--- src/rtl/rr_pkg.sv ---
`timescale 1ns/1ps
package rr_pkg;

    typedef enum logic [1:0] {
        PH_WAIT  = 2'd0,
        PH_FUSE  = 2'd1,
        PH_READY = 2'd2
    } rr_phase_e;

    function automatic int unsigned rr_entry_w(input int unsigned row_w);
        return row_w + 1;
    endfunction

    function automatic int unsigned rr_idx_w(input int unsigned spares);
        return (spares > 1) ? $clog2(spares) : 1;
    endfunction

endpackage

--- src/rtl/rr_match.sv ---
`timescale 1ns/1ps
module rr_match #(
    parameter int unsigned ROW_W  = 8,
    parameter int unsigned SPARES = 4,
    localparam int unsigned EW    = rr_pkg::rr_entry_w(ROW_W),
    localparam int unsigned IMG_W = EW * SPARES,
    localparam int unsigned IDX_W = rr_pkg::rr_idx_w(SPARES)
) (
    input  logic [IMG_W-1:0] img,
    input  logic [ROW_W-1:0] row,
    output logic             hit,
    output logic [IDX_W-1:0] idx
);

    logic [SPARES-1:0] eq;

    for (genvar k = 0; k < SPARES; k++) begin : g_cmp
        assign eq[k] = img[k*EW + ROW_W] && (img[k*EW +: ROW_W] == row);
    end

    always_comb begin
        hit = 1'b0;
        idx = '0;
        for (int k = SPARES - 1; k >= 0; k--) begin
            if (eq[k]) begin
                hit = 1'b1;
                idx = IDX_W'(k);
            end
        end
    end

endmodule

--- src/rtl/rr_entry_store.sv ---
`timescale 1ns/1ps
module rr_entry_store #(
    parameter int unsigned ROW_W  = 8,
    parameter int unsigned SPARES = 4,
    localparam int unsigned EW    = rr_pkg::rr_entry_w(ROW_W),
    localparam int unsigned IMG_W = EW * SPARES,
    localparam int unsigned IDX_W = rr_pkg::rr_idx_w(SPARES)
) (
    input  logic             clk,
    input  logic             rst,
    input  logic             load_shift,
    input  logic             load_bit,
    input  logic             scan_rot,
    input  logic             alloc_en,
    input  logic [ROW_W-1:0] alloc_row,
    output logic [IMG_W-1:0] img,
    output logic             full,
    output logic [IDX_W-1:0] free_idx
);

    logic [SPARES-1:0] vld;

    for (genvar k = 0; k < SPARES; k++) begin : g_vld
        assign vld[k] = img[k*EW + ROW_W];
    end

    assign full = &vld;

    always_comb begin
        free_idx = '0;
        for (int k = SPARES - 1; k >= 0; k--) begin
            if (!vld[k]) free_idx = IDX_W'(k);
        end
    end

    always_ff @(posedge clk) begin
        if (rst) begin
            img <= '0;
        end else if (load_shift) begin
            img <= {load_bit, img[IMG_W-1:1]};
        end else if (scan_rot) begin
            img <= {img[0], img[IMG_W-1:1]};
        end else if (alloc_en) begin
            img[free_idx*EW +: EW] <= {1'b1, alloc_row};
        end
    end

    AST_ALLOC_LANDS: assert property (@(posedge clk) disable iff (rst)
        (alloc_en && !load_shift && !scan_rot) |=>
            (img[$past(free_idx)*EW + ROW_W] && img[$past(free_idx)*EW +: ROW_W] == $past(alloc_row)));

    AST_ALLOC_LOWEST: assert property (@(posedge clk) disable iff (rst)
        alloc_en |-> !vld[free_idx]);

endmodule

--- src/rtl/rr_ctrl.sv ---
`timescale 1ns/1ps
module rr_ctrl
    import rr_pkg::*;
(
    input  logic clk,
    input  logic rst,
    input  logic mode_fuse,
    input  logic fault_valid,
    input  logic diag_done,
    input  logic fuse_en,
    input  logic dup,
    input  logic full,
    output logic accept,
    output logic alloc_en,
    output logic load_shift,
    output logic ready,
    output logic overflow
);

    rr_phase_e phase_q, phase_d;

    assign ready      = (phase_q == PH_READY);
    assign load_shift = mode_fuse && fuse_en && !ready;
    assign accept     = !mode_fuse && fault_valid && !ready;
    assign alloc_en   = accept && !dup && !full;

    always_comb begin
        phase_d = phase_q;
        case (phase_q)
            PH_WAIT: begin
                if (mode_fuse && fuse_en)        phase_d = PH_FUSE;
                else if (!mode_fuse && diag_done) phase_d = PH_READY;
            end
            PH_FUSE: begin
                if (!fuse_en) phase_d = PH_READY;
            end
            default: phase_d = PH_READY;
        endcase
    end

    always_ff @(posedge clk) begin
        if (rst) begin
            phase_q  <= PH_WAIT;
            overflow <= 1'b0;
        end else begin
            phase_q <= phase_d;
            if (accept && !dup && full) overflow <= 1'b1;
        end
    end

    AST_READY_STICKY: assert property (@(posedge clk) disable iff (rst)
        ready |=> ready);

    AST_OVF_STICKY: assert property (@(posedge clk) disable iff (rst)
        overflow |=> overflow);

    AST_NO_ALLOC_FUSE: assert property (@(posedge clk) disable iff (rst)
        mode_fuse |-> !alloc_en);

endmodule

--- src/rtl/row_repair_remap.sv ---
`timescale 1ns/1ps
module row_repair_remap #(
    parameter int unsigned ROW_W  = 8,
    parameter int unsigned SPARES = 4,
    localparam int unsigned PHYS_W = ROW_W + 1,
    localparam int unsigned EW     = rr_pkg::rr_entry_w(ROW_W),
    localparam int unsigned IMG_W  = EW * SPARES,
    localparam int unsigned IDX_W  = rr_pkg::rr_idx_w(SPARES)
) (
    input  logic              clk,
    input  logic              rst,
    input  logic              mode_fuse,
    input  logic [ROW_W-1:0]  row_in,
    output logic [PHYS_W-1:0] row_out,
    output logic              spare_hit,
    input  logic              fault_valid,
    input  logic [ROW_W-1:0]  fault_row,
    input  logic              diag_done,
    input  logic              fuse_en,
    input  logic              fuse_bit,
    input  logic              scan_en,
    output logic              scan_out,
    output logic              ready,
    output logic              overflow
);

    logic [IMG_W-1:0] img;
    logic             full, dup, accept, alloc_en, load_shift;
    logic [IDX_W-1:0] free_idx, hit_idx, dup_idx;

    rr_ctrl u_ctrl (
        .clk         (clk),
        .rst         (rst),
        .mode_fuse   (mode_fuse),
        .fault_valid (fault_valid),
        .diag_done   (diag_done),
        .fuse_en     (fuse_en),
        .dup         (dup),
        .full        (full),
        .accept      (accept),
        .alloc_en    (alloc_en),
        .load_shift  (load_shift),
        .ready       (ready),
        .overflow    (overflow)
    );

    rr_entry_store #(.ROW_W(ROW_W), .SPARES(SPARES)) u_store (
        .clk        (clk),
        .rst        (rst),
        .load_shift (load_shift),
        .load_bit   (fuse_bit),
        .scan_rot   (scan_en && !load_shift),
        .alloc_en   (alloc_en),
        .alloc_row  (fault_row),
        .img        (img),
        .full       (full),
        .free_idx   (free_idx)
    );

    rr_match #(.ROW_W(ROW_W), .SPARES(SPARES)) u_map (
        .img (img),
        .row (row_in),
        .hit (spare_hit),
        .idx (hit_idx)
    );

    rr_match #(.ROW_W(ROW_W), .SPARES(SPARES)) u_dup (
        .img (img),
        .row (fault_row),
        .hit (dup),
        .idx (dup_idx)
    );

    assign scan_out = img[0];
    assign row_out  = spare_hit ? ((PHYS_W'(1) << ROW_W) | PHYS_W'(hit_idx))
                                : PHYS_W'(row_in);

    AST_DUP_KEEPS: assert property (@(posedge clk) disable iff (rst)
        (accept && dup && !scan_en) |=> $stable(img));

    AST_DUP_SEEN: assert property (@(posedge clk) disable iff (rst)
        (accept && dup) |-> (img[dup_idx*EW + ROW_W] && img[dup_idx*EW +: ROW_W] == fault_row));

    AST_NO_OVERFLOW_WRITE: assert property (@(posedge clk) disable iff (rst)
        (accept && !dup && full && !scan_en) |=> ($stable(img) && overflow));

    AST_SPARE_RANGE: assert property (@(posedge clk) disable iff (rst)
        spare_hit |-> (row_out[ROW_W] && row_out[ROW_W-1:0] < (ROW_W)'(SPARES)));

endmodule

--- config.mk ---
export PLATFORM = sky130hd
export DESIGN_NAME = row_repair_remap
export DESIGN_NICKNAME = d
export VERILOG_FILES = /design/src/rtl/rr_pkg.sv /design/src/rtl/rr_match.sv /design/src/rtl/rr_entry_store.sv /design/src/rtl/rr_ctrl.sv /design/src/rtl/row_repair_remap.sv
export SDC_FILE = /design/constraint.sdc
export NUM_CORES = 1
export LEC_CHECK = 0
export BUFFER_PORTS_ARGS = -buffer_cell sky130_fd_sc_hd__buf_2
export CAP_MARGIN = 10
export CORE_AREA = 5 5 96 98
export DETAILED_ROUTE_END_ITERATION = 12
export DIE_AREA = 0 0 101 103
export HOLD_SLACK_MARGIN = 0.15
export PLACE_DENSITY = 0.62
export SYNTH_ARGS = -nofsm -noshare
export SYNTH_HDL_FRONTEND = slang
export SYNTH_SLANG_ARGS = --single-unit
--- constraint.sdc ---
create_clock -name clk -period 2.9 [get_ports clk]
set_input_delay 0.29 -clock clk [delete_from_list [all_inputs] [get_ports clk]]
set_output_delay 0.29 -clock clk [all_outputs]
set_load 0.005 [all_outputs]
; ---- After elaboration in Yosys (flattened, before gate mapping)
; Index checks and enable logic that the tools add are counted.
[word_totals]
register_bits = 39
in_bits = 24
[op_classes]
n_addsub = 1
mul = 1
eq_ne = 12
n_shift = 2
muxes = 25
reduce_logical = 26
[ops]
columns = op, count
row1 = 36-bit 2-to-1 mux, 3
row2 = 8-bit equality test, 8
row3 = 36-bit bitwise mux, 1
row4 = 9-bit by 34-bit variable shift with 36-bit output (first input constant), 1
row5 = 9-bit by 34-bit indexed part select with 36-bit output, 1
row6 = 6-bit negation with 34-bit output, 1
row7 = 2-bit 2-to-1 mux, 11
row8 = 1-bit logical AND, 17
row9 = 9-bit 2-to-1 mux, 1
row10 = 1-bit 2-to-1 mux, 8
row11 = 2-bit by 4-bit multiplier with 6-bit output (second input constant), 1
row12 = 1-bit zero test, 5
row13 = 2-bit one-hot mux with 2 select lines, 1
row14 = 4-bit AND reduction, 1
row15 = 3-bit by 1-bit != test with 1-bit output (second input constant), 1
row16 = 3-bit nonzero test, 1
row17 = 2-bit by 1-bit equality test with 1-bit output (second input constant), 1
row18 = 2-bit equality test (second input constant), 1
row19 = 2-bit zero test, 1
row20 = 2-bit != test (second input constant), 1
row21 = 2-bit AND reduction, 1

; ---- Logic depth before layout (Yosys ltp)
[depth]
word_depth = 12
mapped_depth = 9

; ---- Modules after synthesis
; Synthesis repeated with hierarchy kept, for this count alone.
[unflattened]
cells_unflattened = 333
hier_area_um2 = 2932.8
[modules_own_cells]
columns = module, instances, cells_each, area_each_um2
row1 = rr_entry_store, 1, 179, 1674.1
row2 = rr_match, 2, 63, 505.5
row3 = rr_ctrl, 1, 18, 158.9
row4 = row_repair_remap, 1, 10, 88.8

; ---- Least setup slack after synthesis
; OpenSTA, ideal clock, no wires.
[synth_path]
kind = register -> register
from = reg u_store.img[35]
to = reg u_store.img[5]
arrival_time_ns = 2.077
path_slack_ns = 0.728
path_stages_with_launch = 8
period_less_slack_ns = 2.172
cell_sequence = dfxtp_1 -> nand2b_1 -> a21o_2 -> ha_1 -> nor4b_4 -> nand3_1 -> o31a_1 -> a221oi_1
[synth_via]
elab_chain_cells = 11
elab_cells_between_ends = 23
[synth_lines]
columns = element, line_no
row1 = from (decl), rr_entry_store.sv:16  ; output logic [IMG_W-1:0] img,
row2 = from (signal assigned), rr_entry_store.sv:40  ; img <= {load_bit, img[IMG_W-1:1]};
row3 = from (signal assigned), rr_entry_store.sv:42  ; img <= {img[0], img[IMG_W-1:1]};
row4 = "from (signal, indexed assignment)", rr_entry_store.sv:44  ; img[free_idx*EW +: EW] <= {1'b1, alloc_row};
row5 = 2-bit 2-to-1 mux (4 in series), rr_entry_store.sv:32  ; if (!vld[k]) free_idx = IDX_W'(k);
row6 = 2-bit by 4-bit multiplier with 6-bit output, rr_entry_store.sv:44
row7 = 6-bit negation with 34-bit output, rr_entry_store.sv:44
row8 = 9-bit by 34-bit indexed part select with 36-bit output / 9-bit by 34-bit variable shift with 36-bit output (equally long branches), rr_entry_store.sv:44
row9 = 36-bit bitwise mux, rr_entry_store.sv:44
row10 = 36-bit 2-to-1 mux, rr_entry_store.sv:43  ; end else if (alloc_en) begin
row11 = 36-bit 2-to-1 mux, rr_entry_store.sv:41  ; end else if (scan_rot) begin
row12 = 36-bit 2-to-1 mux, rr_entry_store.sv:39  ; end else if (load_shift) begin
; Several ways; a longest one is shown, not always the timed one. The select of a mux whose other input is x is not followed.
; A chain may end at the register's enable or synchronous reset.

; ---- Worst setup path in the final report
[layout_path]
from = reg u_store.img[8]
to = reg u_store.img[5]
[layout_via]
elab_chain_cells = 8
elab_cells_between_ends = 17
[layout_lines]
columns = element, line_no
row1 = 2-bit 2-to-1 mux, rr_entry_store.sv:32
row2 = 2-bit by 4-bit multiplier with 6-bit output, rr_entry_store.sv:44
row3 = 6-bit negation with 34-bit output, rr_entry_store.sv:44
row4 = 9-bit by 34-bit indexed part select with 36-bit output / 9-bit by 34-bit variable shift with 36-bit output (equally long branches), rr_entry_store.sv:44
row5 = 36-bit bitwise mux, rr_entry_store.sv:44
row6 = 36-bit 2-to-1 mux, rr_entry_store.sv:43
row7 = 36-bit 2-to-1 mux, rr_entry_store.sv:41
row8 = 36-bit 2-to-1 mux, rr_entry_store.sv:39
; Several ways; a longest one is shown, not always the timed one. The select of a mux whose other input is x is not followed.

==> impl_metrics.yaml <==
grt:
  grt.met2_usage_pct: 29.6
  top_usage_layer: "met2"
  use_met3_pct: 3.04
  grt_pass1_wl_um: 14800
  antenna_found_initial: 0
  grt_pass1_vias: 2762
  grt_max_degree: 41
  grt_usage_pct: 18.1
  met1_usage_pct: 24.5
  gr-total-overflow: 0
worst_setup_path:
  cp_max_fo: 8
  start_kind: "flip-flop"
  worst_ep_arrival_time_ns: 2.62
  max_stage_delay_ns: 0.50
  endpoint_kind: "flip-flop"
  crit_chain: "inv_1 > a21o_2 > ha_1 > nor4b_4 > nand3_1 > o31a_1 > a221oi_1"
  path_class: "flip-flop to flip-flop"
  cp_slowest_cell: "nor4b_4"
  cp.required_ns: 3.10
clock_tree:
  clk_latency_ns: 0.30
  ctsHoldBuffers: 0
  numCtsBuffers: 5
  cts_tree: "yes"
  root_buffer: "clkbuf_8"
  cts.sinks: 39
  cts_buffer_depth: 2
  post_cts_resized: 0
  clkSlewWorstSetupHoldPaths_ns: 0.08
  cts_setup_buffers: 0
  htreeDepth: 2
floorplan:
  num_rows: 34
  design.core.area_sq_mm: 0.00838
  dieWidth_um: 101
  die_area_sq_mm: 0.0104
  initial_core_util_pct: 38.0
  die_y_um: 103
  io_pins: 37
layout:
  drive_above_1_share_pct: 18.8
  layout_common_cells: "xnor2_1 (47), dfxtp_1 (39), buf_2 (36)"
  layout.nets: 431
  mostFrequentLayoutCell: "xnor2_1"
  diodes: 0
  synthToLayoutAreaGrowth_pct: 7.54
routing:
  drt-initial-drc-count: 156
  drt-pass1-iter-count: 4
  avgRoutedWirePerCell_um: 18.0
  route.vias.total: 2850
  drc: 0
  drt_wl_total_um: 9210
  via_per_inst: 5.57
  antenna_left: 0
sta:
  slew_violations: 0
  fin_crit_sh_pct: 83.3
  tns_ns: 0
  worst_slew_pin_slew_ns: 0.775
  clock_skew_ns: 0.00617
  fmax_mhz: 414
  rsz0062_at_grt: "no"
  setup_violations: 0
  slew_headroom_pct: 48.3
  hold_viol: 0
  fin_crit_ns: 2.41
placement:
  io_buffers: 36
  gp_congestion: 0.871
  dp_hpwl_um: 6780
pwr:
  ir_drop_v: 0.000248
  switching_share_pct: 34.1
  power_switching_mw: 0.481
  p_comb_share_pct: 28.3
  pwr_density_cell_mw_per_mm2: 411
  seq_power_share_pct: 45.6
  leakagePower_nw: 1.25
  total_power_mw: 1.41
  clkPwrFrac_pct: 26.1
  p_int_mw: 0.928
flow_run:
  cap_violations: 0
logic_synthesis:
  yosysSeqAreaShare_pct: 24.5
  synth_area_per_cell_sq_um: 8.21
  synth-edff-count: 0
  syn_inst: 388
  synth.net_count: 416
  synthesis.area_sq_mm: 0.00318
  synth_seq_cells: 39
  yosysUniqueCellTypes: 49
  synth_ff_type: "dfxtp_1"
  ys_warn_count: 0
  async_reset_ff_share_pct: 0
hold_path:
  hold_class: "input pin to flip-flop"
run_status:
  outcome: "finished clean"
[layout make-up]
class / count / area (sq um)
Tap cell: 108 / 135
Inverter: 25 / 93.8
Multi-Input combinational cell: 291 / 2120
Clock buffer: 7 / 76.3
Fill cell: 861 / 4960
Clock inverter: 1 / 5.00
Sequential cell: 39 / 781
Timing Repair Buffer: 41 / 218
[cell usage after synthesis (all sizes together) (6+ instances only)]
master | count | area (sq um)
a211oi | 19 | 183
a21o | 17 | 129
a21oi | 29 | 153
a2bb2oi | 7 | 61.3
and3 | 7 | 48.8
buf | 16 | 130
clkbuf | 17 | 63.8
dfxtp | 39 | 781
inv | 25 | 93.8
nand2 | 23 | 86.3
nand3 | 13 | 65.1
nand4 | 10 | 62.6
nor2 | 26 | 100
nor3 | 6 | 30.0
nor4 | 8 | 50.1
o21ai | 10 | 50.0
o21bai | 8 | 60.1
o31ai | 14 | 105
xnor2 | 50 | 460
xor2 | 14 | 123
[metrics by stage]
| step | worst slack [ns] | instance area (sq um) | hold slack (ns) | instances | utilization [%] |
|---|---|---|---|---|---|
| 2_1_floorplan | 0.728 | 3180 | 0.432 | 388 | - |
| 3_3_place_gp | 0.580 | 3340 | 0.450 | 504 | 39.9 |
| 3_5_place_dp | 0.549 | 3340 | 0.456 | 504 | 39.9 |
| 4_1_cts | 0.527 | 3420 | 0.233 | 512 | 40.9 |
| 5_1_grt | 0.360 | 3420 | 0.281 | 512 | 40.9 |
| 6_report | 0.485 | 3420 | 0.232 | 512 | 40.9 |
[power groups by stage]
stage                     clock (mW)  sequential (mW)  combinational [mW]
after floorplan                    0            0.635               0.319
after global placement             0            0.653               0.389
after detailed placement           0            0.654               0.395
after CTS                      0.374            0.642               0.397
after global routing           0.401            0.649               0.438
final                          0.368            0.643               0.398
[flip-flops by register name, indices dropped and copies added, names as in the netlist]
signal           count
u_ctrl.overflow      1
u_ctrl.phase_q       2
u_store.img         36
[cells by family (layout without fill, tap and decap cells)]
family	after synthesis	count (layout)	share of synthesized area [%]
buffers and inverters	58	74	9.04
XOR/XNOR	64	64	18.3
adder cells (fa/ha/maj)	4	4	1.57
AND/OR/NAND/NOR	106	106	18.4
flip-flops	39	39	24.5
AO/OA/AOI/OAI	117	117	28.1
[final timing paths]
path | start | end | slack [ns] | cells after the start
worst max register to register | u_store.img[8] | u_store.img[5] | 0.49 | 7
worst min register to register | u_ctrl.overflow | u_ctrl.overflow | 0.46 | 2
worst max-delay path | u_store.img[8] | u_store.img[5] | 0.49 | 7
worst min-delay path | diag_done | u_ctrl.phase_q[1] | 0.23 | 3
[critical path: cells and delay by family (launching register included)]
| family | cells | cell delay, ns |
|---|---|---|
| flops | 1 | 0.37 |
| compound gates | 3 | 0.78 |
| fa+ha+maj | 1 | 0.39 |
| buf+inv | 1 | 0.13 |
| simple gates | 2 | 0.65 |
[layer usage]
metal,vias to the layer above,routed length [um]
met5,-,0
met1,1381,4370
li1,1399,-
met4,0,186
met2,54,4360
met3,16,289
Note: power is estimated with default switching activity, not from simulation.
